==> src/rtl/dma_req_seq_pkg.sv <==
package dma_req_seq_pkg;

  // register offsets inside the DMA engine's control window
  localparam int OFF_STAT = 0;
  localparam int OFF_SRC  = 1;
  localparam int OFF_DST  = 2;
  localparam int OFF_LEN  = 3;
  localparam int OFF_CTL  = 6;

  typedef enum logic [2:0] {
    OP_NONE,
    OP_LOCK_RD,
    OP_SRC,
    OP_DST,
    OP_LEN,
    OP_GO,
    OP_CLR,
    OP_UNLOCK
  } busOpE;

  typedef enum logic [3:0] {
    ST_IDLE,
    ST_ACQ,
    ST_LWAIT,
    ST_SRC,
    ST_DST,
    ST_LEN,
    ST_GO,
    ST_XWAIT,
    ST_CLR,
    ST_REL,
    ST_FIN
  } seqStateE;

  typedef struct packed {
    busOpE op;     // bus operation to present this cycle
    logic  pick;   // move the chosen held request into service
    logic  retire; // transfer finished, raise done
  } ctrlStrobeT;

endpackage

==> src/rtl/dma_req_seq_ctrl.sv <==
module dma_req_seq_ctrl
  import dma_req_seq_pkg::*;
(
  input  logic       clk,
  input  logic       rstN,
  input  logic       pendAny,
  input  logic       busWait,
  input  logic       lockGrant,
  input  logic       lockIrq,
  input  logic       dmaIrq,
  output ctrlStrobeT stb
);

  seqStateE st, stNext;

  always_ff @(posedge clk or negedge rstN) begin
    if (!rstN) st <= ST_IDLE;
    else       st <= stNext;
  end

  always_comb begin
    stNext = st;
    stb    = '{op: OP_NONE, pick: 1'b0, retire: 1'b0};
    unique case (st)
      ST_IDLE: if (pendAny) begin
        stb.pick = 1'b1;
        stNext   = ST_ACQ;
      end
      ST_ACQ: begin
        stb.op = OP_LOCK_RD;
        if (!busWait) stNext = lockGrant ? ST_SRC : ST_LWAIT;
      end
      ST_LWAIT: if (lockIrq) stNext = ST_ACQ;
      ST_SRC: begin
        stb.op = OP_SRC;
        if (!busWait) stNext = ST_DST;
      end
      ST_DST: begin
        stb.op = OP_DST;
        if (!busWait) stNext = ST_LEN;
      end
      ST_LEN: begin
        stb.op = OP_LEN;
        if (!busWait) stNext = ST_GO;
      end
      ST_GO: begin
        stb.op = OP_GO;
        if (!busWait) stNext = ST_XWAIT;
      end
      ST_XWAIT: if (dmaIrq) stNext = ST_CLR;
      ST_CLR: begin
        stb.op = OP_CLR;
        if (!busWait) stNext = ST_REL;
      end
      ST_REL: begin
        stb.op = OP_UNLOCK;
        if (!busWait) stNext = ST_FIN;
      end
      ST_FIN: begin
        stb.retire = 1'b1;
        stNext     = ST_IDLE;
      end
      default: stNext = ST_IDLE;
    endcase
  end

endmodule

==> src/rtl/dma_req_seq_path.sv <==
module dma_req_seq_path
  import dma_req_seq_pkg::*;
#(
  parameter int          AW        = 8,
  parameter int          DW        = 32,
  parameter int          EXT_IW    = 26,
  parameter int          LOC_IW    = 8,
  parameter int          LEN_W     = 12,
  parameter logic [AW-1:0] DMA_BASE  = 8'h10,
  parameter logic [AW-1:0] LOCK_ADDR = 8'h40,
  parameter logic [DW-1:0] LOC_BASE  = 32'h8000_0000,
  parameter logic [DW-1:0] START_WORD = 32'h0000_0007
) (
  input  logic              clk,
  input  logic              rstN,
  input  ctrlStrobeT        stb,
  input  logic              rdReq,
  input  logic [EXT_IW-1:0] rdExtIdx,
  input  logic [LOC_IW-1:0] rdLocIdx,
  input  logic [LEN_W-1:0]  rdWords,
  input  logic              wrReq,
  input  logic [EXT_IW-1:0] wrExtIdx,
  input  logic [LOC_IW-1:0] wrLocIdx,
  input  logic [LEN_W-1:0]  wrWords,
  input  logic [LEN_W-1:0]  outLevel,
  output logic              rdReady,
  output logic              wrReady,
  output logic              pendAny,
  output logic [AW-1:0]     busAddr,
  output logic              busRead,
  output logic              busWrite,
  output logic [DW-1:0]     busWdata,
  output logic              rdDone,
  output logic              wrDone
);

  localparam int PAD_E = DW - EXT_IW - 4;
  localparam int PAD_L = DW - LOC_IW - 4;
  localparam int PAD_N = DW - LEN_W - 4;
  localparam logic [AW-1:0] A_STAT = DMA_BASE + AW'(OFF_STAT);
  localparam logic [AW-1:0] A_SRC  = DMA_BASE + AW'(OFF_SRC);
  localparam logic [AW-1:0] A_DST  = DMA_BASE + AW'(OFF_DST);
  localparam logic [AW-1:0] A_LEN  = DMA_BASE + AW'(OFF_LEN);
  localparam logic [AW-1:0] A_CTL  = DMA_BASE + AW'(OFF_CTL);

  logic              rdPend, wrPend, olderIsWr;
  logic [EXT_IW-1:0] rdExtQ, wrExtQ, curExt;
  logic [LOC_IW-1:0] rdLocQ, wrLocQ, curLoc;
  logic [LEN_W-1:0]  rdLenQ, wrLenQ, curLen;
  logic              curIsWr;
  logic              rdAcc, wrAcc, pickWr;
  logic [DW-1:0]     extByte, locByte, lenByte, srcByte, dstByte;

  assign rdReady = !rdPend;
  assign wrReady = !wrPend && (outLevel >= wrWords);
  assign rdAcc   = rdReq && rdReady;
  assign wrAcc   = wrReq && wrReady;
  assign pendAny = rdPend || wrPend;
  assign pickWr  = wrPend && (!rdPend || olderIsWr);

  always_ff @(posedge clk or negedge rstN) begin
    if (!rstN) begin
      rdPend    <= 1'b0;
      wrPend    <= 1'b0;
      olderIsWr <= 1'b0;
      curIsWr   <= 1'b0;
      rdExtQ    <= '0; rdLocQ <= '0; rdLenQ <= '0;
      wrExtQ    <= '0; wrLocQ <= '0; wrLenQ <= '0;
      curExt    <= '0; curLoc <= '0; curLen <= '0;
      rdDone    <= 1'b0;
      wrDone    <= 1'b0;
    end else begin
      if (stb.pick) begin
        curIsWr <= pickWr;
        curExt  <= pickWr ? wrExtQ : rdExtQ;
        curLoc  <= pickWr ? wrLocQ : rdLocQ;
        curLen  <= pickWr ? wrLenQ : rdLenQ;
        if (pickWr) wrPend <= 1'b0;
        else        rdPend <= 1'b0;
      end
      if (rdAcc) begin
        rdPend <= 1'b1;
        rdExtQ <= rdExtIdx; rdLocQ <= rdLocIdx; rdLenQ <= rdWords;
      end
      if (wrAcc) begin
        wrPend <= 1'b1;
        wrExtQ <= wrExtIdx; wrLocQ <= wrLocIdx; wrLenQ <= wrWords;
      end
      // age bit: a same-cycle pair leaves the fill as older
      if (rdAcc)      olderIsWr <= wrPend;
      else if (wrAcc) olderIsWr <= !rdPend;
      rdDone <= stb.retire && !curIsWr;
      wrDone <= stb.retire && curIsWr;
    end
  end

  assign extByte = {{PAD_E{1'b0}}, curExt, 4'b0000};
  assign locByte = LOC_BASE | {{PAD_L{1'b0}}, curLoc, 4'b0000};
  assign lenByte = {{PAD_N{1'b0}}, curLen, 4'b0000};
  assign srcByte = curIsWr ? locByte : extByte;
  assign dstByte = curIsWr ? extByte : locByte;

  always_comb begin
    busAddr  = '0;
    busWdata = '0;
    busRead  = 1'b0;
    busWrite = 1'b0;
    unique case (stb.op)
      OP_LOCK_RD: begin busRead  = 1'b1; busAddr = LOCK_ADDR; end
      OP_SRC:     begin busWrite = 1'b1; busAddr = A_SRC;  busWdata = srcByte;    end
      OP_DST:     begin busWrite = 1'b1; busAddr = A_DST;  busWdata = dstByte;    end
      OP_LEN:     begin busWrite = 1'b1; busAddr = A_LEN;  busWdata = lenByte;    end
      OP_GO:      begin busWrite = 1'b1; busAddr = A_CTL;  busWdata = START_WORD; end
      OP_CLR:     begin busWrite = 1'b1; busAddr = A_STAT; end
      OP_UNLOCK:  begin busWrite = 1'b1; busAddr = LOCK_ADDR; end
      default: ;
    endcase
  end

endmodule

==> src/rtl/dma_req_seq.sv <==
module dma_req_seq
  import dma_req_seq_pkg::*;
#(
  parameter int          AW        = 8,
  parameter int          DW        = 32,
  parameter int          EXT_IW    = 26,
  parameter int          LOC_IW    = 8,
  parameter int          LEN_W     = 12,
  parameter logic [AW-1:0] DMA_BASE  = 8'h10,
  parameter logic [AW-1:0] LOCK_ADDR = 8'h40,
  parameter logic [DW-1:0] LOC_BASE  = 32'h8000_0000,
  parameter logic [DW-1:0] START_WORD = 32'h0000_0007
) (
  input  logic              clk,
  input  logic              rstN,
  input  logic              rdReq,
  input  logic [EXT_IW-1:0] rdExtIdx,
  input  logic [LOC_IW-1:0] rdLocIdx,
  input  logic [LEN_W-1:0]  rdWords,
  output logic              rdReady,
  output logic              rdDone,
  input  logic              wrReq,
  input  logic [EXT_IW-1:0] wrExtIdx,
  input  logic [LOC_IW-1:0] wrLocIdx,
  input  logic [LEN_W-1:0]  wrWords,
  input  logic [LEN_W-1:0]  outLevel,
  output logic              wrReady,
  output logic              wrDone,
  output logic [AW-1:0]     busAddr,
  output logic              busRead,
  output logic              busWrite,
  output logic [DW-1:0]     busWdata,
  input  logic [DW-1:0]     busRdata,
  input  logic              busWait,
  input  logic              lockIrq,
  input  logic              dmaIrq
);

  ctrlStrobeT stb;
  logic       pendAny;
  logic       lockGrant;

  assign lockGrant = (busRdata == DW'(1));

  dma_req_seq_ctrl ctrl_i (
    .clk(clk), .rstN(rstN), .pendAny(pendAny), .busWait(busWait),
    .lockGrant(lockGrant), .lockIrq(lockIrq), .dmaIrq(dmaIrq), .stb(stb)
  );

  dma_req_seq_path #(
    .AW(AW), .DW(DW), .EXT_IW(EXT_IW), .LOC_IW(LOC_IW), .LEN_W(LEN_W),
    .DMA_BASE(DMA_BASE), .LOCK_ADDR(LOCK_ADDR), .LOC_BASE(LOC_BASE),
    .START_WORD(START_WORD)
  ) path_i (
    .clk(clk), .rstN(rstN), .stb(stb),
    .rdReq(rdReq), .rdExtIdx(rdExtIdx), .rdLocIdx(rdLocIdx), .rdWords(rdWords),
    .wrReq(wrReq), .wrExtIdx(wrExtIdx), .wrLocIdx(wrLocIdx), .wrWords(wrWords),
    .outLevel(outLevel), .rdReady(rdReady), .wrReady(wrReady), .pendAny(pendAny),
    .busAddr(busAddr), .busRead(busRead), .busWrite(busWrite), .busWdata(busWdata),
    .rdDone(rdDone), .wrDone(wrDone)
  );

endmodule

==> config.mk <==
export PLATFORM = sky130hd
export DESIGN_NAME = dma_req_seq
export DESIGN_NICKNAME = d
export VERILOG_FILES = /design/src/rtl/dma_req_seq_pkg.sv /design/src/rtl/dma_req_seq_ctrl.sv /design/src/rtl/dma_req_seq_path.sv /design/src/rtl/dma_req_seq.sv
export SDC_FILE = /design/constraint.sdc
export NUM_CORES = 1
export LEC_CHECK = 0
export BUFFER_PORTS_ARGS = -buffer_cell sky130_fd_sc_hd__buf_4
export CAP_MARGIN = 20
export CORE_MARGIN = 2
export CORE_UTILIZATION = 45
export DETAILED_ROUTE_END_ITERATION = 7
export HOLD_SLACK_MARGIN = 0.03
export PLACE_DENSITY = 0.77
export SLEW_MARGIN = 40
export SYNTH_ARGS = -nofsm -noshare
export SYNTH_HDL_FRONTEND = slang
export SYNTH_HIERARCHICAL = 1
export SYNTH_SLANG_ARGS = --single-unit
export TNS_END_PERCENT = 1
==> constraint.sdc <==
create_clock -name clk -period 3.3 [get_ports clk]
set_input_delay 0.33 -clock clk [delete_from_list [all_inputs] [get_ports clk]]
set_output_delay 0.33 -clock clk [all_outputs]
set_load 0.02 [all_outputs]
==> results.cfg, run 1 <==
[run_status]
outcome = completed

[floorplan]
die_area_mm2 = 0.0167
die_y_um = 129
pin_count = 189
fp.coreArea_mm2 = 0.0153
row_count = 45
start_util_pct = 46.2
die_width_um = 129

[synthesis]
synth_edf_count = 0
yosysWarnings = 6
syn_area_mm2 = 0.00706
synth-main-ff-cell = dfrtp_1
yosys.area.top_type = dfrtp_1
synthCells = 600
synthTopCellsByArea = dfrtp_1 (52%), mux2_2 (9.1%), a22oi_1 (5.3%)
ys_ff_latch = 148
synth_cell_type_count = 58
syn_area_per_cell_um2 = 11.8
async_flop_share_pct = 100
synth_top_cell_area_share_pct = 52.5
synth.yosys.seq_area_share_pct = 52.5

[timing]
worst_pin_slew_ps = 620
maxClockFrequency_ghz = 0.316
timing.final.ws_setup_ps = 132
fin_crit_ps = 3170
hold_violations = 0
whs_ps = 125
skew_ps = 10.5
slew_headroom_pct = 58.6
final_max_slew_viol_count = 0
period_share_pct = 96.0
setup_viol = 0

[routing]
drtIter0Drc = 335
wl_mm = 18.3
wl_per_cell_um = 18.1
dr.pass1.iters = 4
vias_per_cell = 5.30
drc = 0
num_vias = 5368
postRouteAntennaNets = 0

[grt]
grt_pass1_vias = 5699
grt_pass1_wl_mm = 28.9
grt-ovfl-total = 0
antenna_found_initial = 0
grt_usage_pct = 22.6
grt_max_degree = 65

[layout]
multi_input_area_mm2 = 0.00293
area.growth.synth_to_final_pct = 33.6
fin_cells = 1012
fin_area_mm2 = 0.00943
nets = 947
drive_gt1_share_pct = 42.7
antenna_cells = 0
fillers = 1218
regArea_mm2 = 0.00371

[cts]
clkTransAtPathRegs_ps = 60
clock_sinks = 148
cts_root_buffer = clkbuf_16
cts_tree = yes
htree_levels = 4
insertion_delay_ps = 420
numCtsBuffers = 17
cts.path.max_buffers = 2

[power]
internal-power_mw = 5.89
p_switching_mw = 3.21
pwr-share-comb_pct = 40.0
finalPower_mw = 9.11
power_switching_share_pct = 35.3
irDropWorstVdd_mv = 0.472
cellPowerDensity_mw_per_mm2 = 966
p_leak_nw = 4.46
share_seq_of_total_power_pct = 36.5
p_clk_share_pct = 23.5

[run]
maxCapViolations = 0

[placement]
pre_cts_ws_ps = 306
gp_congestion = 0.824
place_inst = 970
port_buffers = 183
placed_area_mm2 = 0.00864
dpl.hpwl_mm = 12.9

[critical_path]
arrival_ps = 2840
start_kind = flip-flop
crit_type = reg -> out
path_max_fanout = 9
cp.required_ps = 2970
end_kind = output port

[hold_path]
hold_path.class = in -> reg
-- synth_stat cells, types with 4 or more instances --
library cell,n
a21oi_1,9
a222oi_1,8
a22oi_1,50
and3_1,19
buf_4,8
buf_6,5
clkbuf_1,24
dfrtp_1,148
ha_1,15
inv_1,66
mux2_1,17
mux2_2,57
mux2_4,19
nand2_1,5
nor2_1,16
nor2b_1,17
nor4_2,4
o21ai_0,51
-- cells in the final DEF (no fill, tap or decap), types with 3 or more instances in the layout --
cell type,instances
nor2b_1,16
and3_1,16
nand2_1,5
a222oi_1,8
nand3_1,3
nor3_1,3
nor4_1,3
or2b_1,3
clkbuf_16,17
buf_12,3
ha_1,15
o21ai_0,51
mux2_1,17
buf_4,202
dfrtp_2,4
bufinv_16,6
inv_1,66
a31oi_1,3
conb_1,5
mux2_2,57
nor4_2,4
clkinv_2,4
mux2_4,19
and2_1,3
dfrtp_1,144
nor2_1,14
a22oi_1,50
a21oi_1,9
and3_2,3
-- power by group through the flow --
stage	Clock, mW	Sequential (mW)	Combinational, mW
2_1_floorplan	0	3.08	2.45
3_3_place_gp	0	3.29	3.31
3_5_place_dp	0	3.34	3.44
4_1_cts	2.18	3.33	3.53
5_1_grt	2.27	3.43	3.99
6_report	2.14	3.32	3.64
-- sequential cells by signal, indices dropped and copies added (netlist names) --
| signal | count |
|---|---|
| path_i/curExt | 26 |
| path_i/rdExtQ | 26 |
| path_i/wrExtQ | 26 |
| path_i/curLen | 12 |
| path_i/rdLenQ | 12 |
| path_i/wrLenQ | 12 |
| path_i/curLoc | 8 |
| path_i/rdLocQ | 8 |
| path_i/wrLocQ | 8 |
| ctrl_i/st | 4 |
| path_i/curIsWr | 1 |
| path_i/olderIsWr | 1 |
| path_i/rdDone | 1 |
| path_i/rdPend | 1 |
| path_i/wrDone | 1 |
| path_i/wrPend | 1 |
-- final cells by class --
cell class              count  area share [%]
clock buffers              17            4.51
flip-flops and latches    148            39.3
repair buffers            209            17.1
inverters                  66            2.63
multi-input cells         347            31.1
clock inverters            14            2.48
well taps                 211            2.80
-- logic make-up (layout without fill, tap and decap cells) --
group | after synthesis | after routing | share of synthesized area (%)
DFF | 148 | 148 | 52.5
AOI/OAI and AO/OA | 139 | 139 | 13.4
buffers and inverters | 109 | 306 | 6.81
muxes | 94 | 94 | 16.0
and+or+nand+nor | 92 | 92 | 8.37
adders and majority gates | 15 | 15 | 2.66
xor gates and xnor gates | 2 | 2 | 0.248
other | 1 | 5 | 0.0531
-- through the flow --
step           utilization (%)  setup TNS (ps)
2_1_floorplan                -               0
3_3_place_gp              56.7               0
3_5_place_dp              56.7               0
4_1_cts                   61.2               0
5_1_grt                   61.8           -11.2
6_report                  61.8               0
-- final timing paths --
path / startpoint / endpoint / slack [ps] / cells after the start
worst max register to register: ctrl_i/st[1] / path_i/curLen[1] / 870 / 7
min in group asynchronous: rstN / path_i/rdExtQ[22] / 450 / 2
worst min register to register: path_i/wrExtQ[23] / path_i/wrExtQ[23] / 480 / 1
worst max-delay path: ctrl_i/st[3] / busWdata[8] / 130 / 8
max in group asynchronous: rstN / path_i/wrExtQ[16] / 2030 / 3
worst min-delay path: wrExtIdx[2] / path_i/wrExtQ[2] / 130 / 2
-- what timing repair did --
| action | CTS | global route |
|---|---|---|
| gates cloned | 0 | 0 |
| setup endpoints to repair | 26 | 20 |
| pin swaps | 2 | 3 |
| resized for setup | 4 | 6 |
| hold endpoints to repair | 62 | 0 |
| setup buffers | 1 | 9 |
| hold buffers | 1 | 0 |
-- metal layers --
| layer | vias to the layer above | GRT usage (%) | wire length (um) |
|---|---|---|---|
| li1 | 2491 | - | - |
| met1 | 2642 | 27.9 | 7360 |
| met5 | - | 0 | 0 |
| met4 | 0 | 9.97 | 472 |
| met3 | 33 | 5.49 | 1290 |
| met2 | 202 | 37.8 | 9220 |
-- critical path, cell delays in order, from the launching register on --
cell and delay, ps:
dfrtp_2 450, or2b_1 290, nor2_2 180, a21o_2 210, xor2_1 140, and3_2 330, a222oi_1 550, nor2b_1 100
buf_4 180
Power figures use the tool's default switching activity.
==> run 2: changes to the inputs <==
--- a/config.mk
+++ b/config.mk
@@ -5,7 +5,7 @@
 export SDC_FILE = /design/constraint.sdc
 export NUM_CORES = 1
 export LEC_CHECK = 0
-export BUFFER_PORTS_ARGS = -buffer_cell sky130_fd_sc_hd__buf_4
+export BUFFER_PORTS_ARGS = -buffer_cell sky130_fd_sc_hd__buf_2
 export CAP_MARGIN = 20
 export CORE_MARGIN = 2
 export CORE_UTILIZATION = 45
==> results.cfg, run 2 (synthesized netlist as in run 1, its figures left out) <==
[cts]
clock_sinks = 148
htree_levels = 4
insertion_delay_ps = 410
cts_tree = yes
cts_root_buffer = clkbuf_16
numCtsBuffers = 17
clkTransAtPathRegs_ps = 60
cts.path.max_buffers = 2

[timing]
slew_headroom_pct = 59.0
hold_violations = 0
timing.final.ws_setup_ps = 91.2
maxClockFrequency_ghz = 0.312
final_max_slew_viol_count = 0
period_share_pct = 97.2
skew_ps = 4.96
worst_pin_slew_ps = 615
setup_viol = 0
fin_crit_ps = 3210

[layout]
fillers = 1278
mostFrequentLayoutCells = buf_2 (182), dfrtp_1 (145), inv_1 (66)
nets = 937
largestRegisters = path_i/curExt (26), path_i/rdExtQ (26), path_i/wrExtQ (26)
drive_gt1_share_pct = 41.2
mostFrequentLayoutCell = buf_2
area.growth.synth_to_final_pct = 25.1

[run_status]
outcome = completed

[critical_path]
cp_top_family = compound AO/OA/AOI/OAI gates
critPathBufInv = 3
start_kind = flip-flop
cpMostUsedCell = buf_4
end_kind = output port
cp.required_ps = 2970
path_max_fanout = 12
slowest_delay_ps = 560
critPathSlowestCell = a222oi_1
crit_type = reg -> out
arrival_ps = 2880
crit_chain = or2b_1, nor2_2, nor2_1, o22ai_1, buf_4, nor3_1, buf_4, a222oi_1, nor2b_1, buf_2

[routing]
wl_mm = 17.6
drc = 0
vias_per_cell = 5.30
dr.pass1.iters = 6
postRouteAntennaNets = 0
drtIter0Drc = 401
num_vias = 5319
wl_per_cell_um = 17.5

[power]
finalPower_mw = 8.65
cellPowerDensity_mw_per_mm2 = 980
p_leak_nw = 4.23
irDropWorstVdd_mv = 0.516

[placement]
pre_cts_ws_ps = 419
port_buffers = 183
gp_congestion = 0.803
dpl.hpwl_mm = 12.5

[floorplan]
die_width_um = 129
fp.coreArea_mm2 = 0.0153
start_util_pct = 46.2
die_area_mm2 = 0.0167
row_count = 45
die_y_um = 129
pin_count = 189

[grt]
grt_pass1_wl_mm = 27.6
grt_pass1_vias = 5379
grt-ovfl-total = 0
grt_usage_pct = 21.6
antenna_found_initial = 0
grt_max_degree = 53

[hold_path]
hold_path.class = in -> reg

[run]
maxCapViolations = 0
## run 2: changes by cell type in the layout (fill, tap and decap cells not counted), sizes merged
cell / before / now
bufinv: 6 / 3
clkinv: 6 / 4
dlymetal6s2s: 1 / 0
buf: 206 / 198
clkbuf: 18 / 22
diode: 0 / 1
## run 2: worst reg2reg max path, cell delays in order, from the launching register on
cell and delay (ps):
dfrtp_1 540, nor2_2 310, and3_2 500, and3_2 570, buf_12 260, a22oi_1 100, o21ai_0 100
## run 2: through the flow
step | cells | TNS [ps] | area [um2] | util, % | hold WS (ps)
2_1_floorplan | 604 | 0 | 7070 | - | 34.4
3_3_place_gp | 968 | 0 | 8190 | 53.7 | 303
3_5_place_dp | 968 | 0 | 8190 | 53.7 | 308
4_1_cts | 1000 | 0 | 8780 | 57.5 | 116
5_1_grt | 1002 | -11.3 | 8820 | 57.8 | 123
6_report | 1003 | 0 | 8830 | 57.8 | 135
## run 2: cell type report
cell class | instances | area (um2) | area share, %
diodes | 1 | 2.50 | 0.0284
repair buffers | 199 | 1090 | 12.3
clock inverters | 9 | 130 | 1.47
clock buffers | 22 | 444 | 5.03
well taps | 211 | 264 | 2.99
flip-flops and latches | 148 | 3710 | 42.0
inverters | 66 | 248 | 2.81
multi-input cells | 347 | 2940 | 33.3
## run 2: final timing paths
| path | startpoint | to | slack, ps | cells after the start |
|---|---|---|---|---|
| worst min-delay path | wrExtIdx[7] | path_i/wrExtQ[7] | 140 | 2 |
| worst min register to register | path_i/wrExtQ[5] | path_i/wrExtQ[5] | 490 | 1 |
| min in group asynchronous | rstN | path_i/rdExtQ[21] | 420 | 2 |
| max in group asynchronous | rstN | ctrl_i/st[0] | 2030 | 3 |
| worst max register to register | ctrl_i/st[1] | path_i/curLoc[7] | 850 | 6 |
| worst max-delay path | ctrl_i/st[2] | busWdata[8] | 90 | 10 |
## run 2: report_power, final
| group | internal, mW | switching, mW |
|---|---|---|
| Clock | 1.18 | 0.713 |
| Combinational | 1.59 | 1.84 |
| Sequential | 2.72 | 0.601 |
| Total | 5.50 | 3.15 |
## run 2: layer usage
| layer | wire length, um | track usage, % |
|---|---|---|
| met5 | 0 | 0 |
| met1 | 7620 | 27.9 |
| met4 | 267 | 6.07 |
| met2 | 8660 | 36.2 |
| met3 | 1050 | 5.49 |
## run 2: repair_timing
action | in CTS | in global routing
endpoints found under the setup margin | 1 | 23
setup buffers | 0 | 2
hold buffers | 1 | 0
endpoints found under the hold margin | 49 | 0
gates resized for setup | 1 | 10
pin swaps | 1 | 1
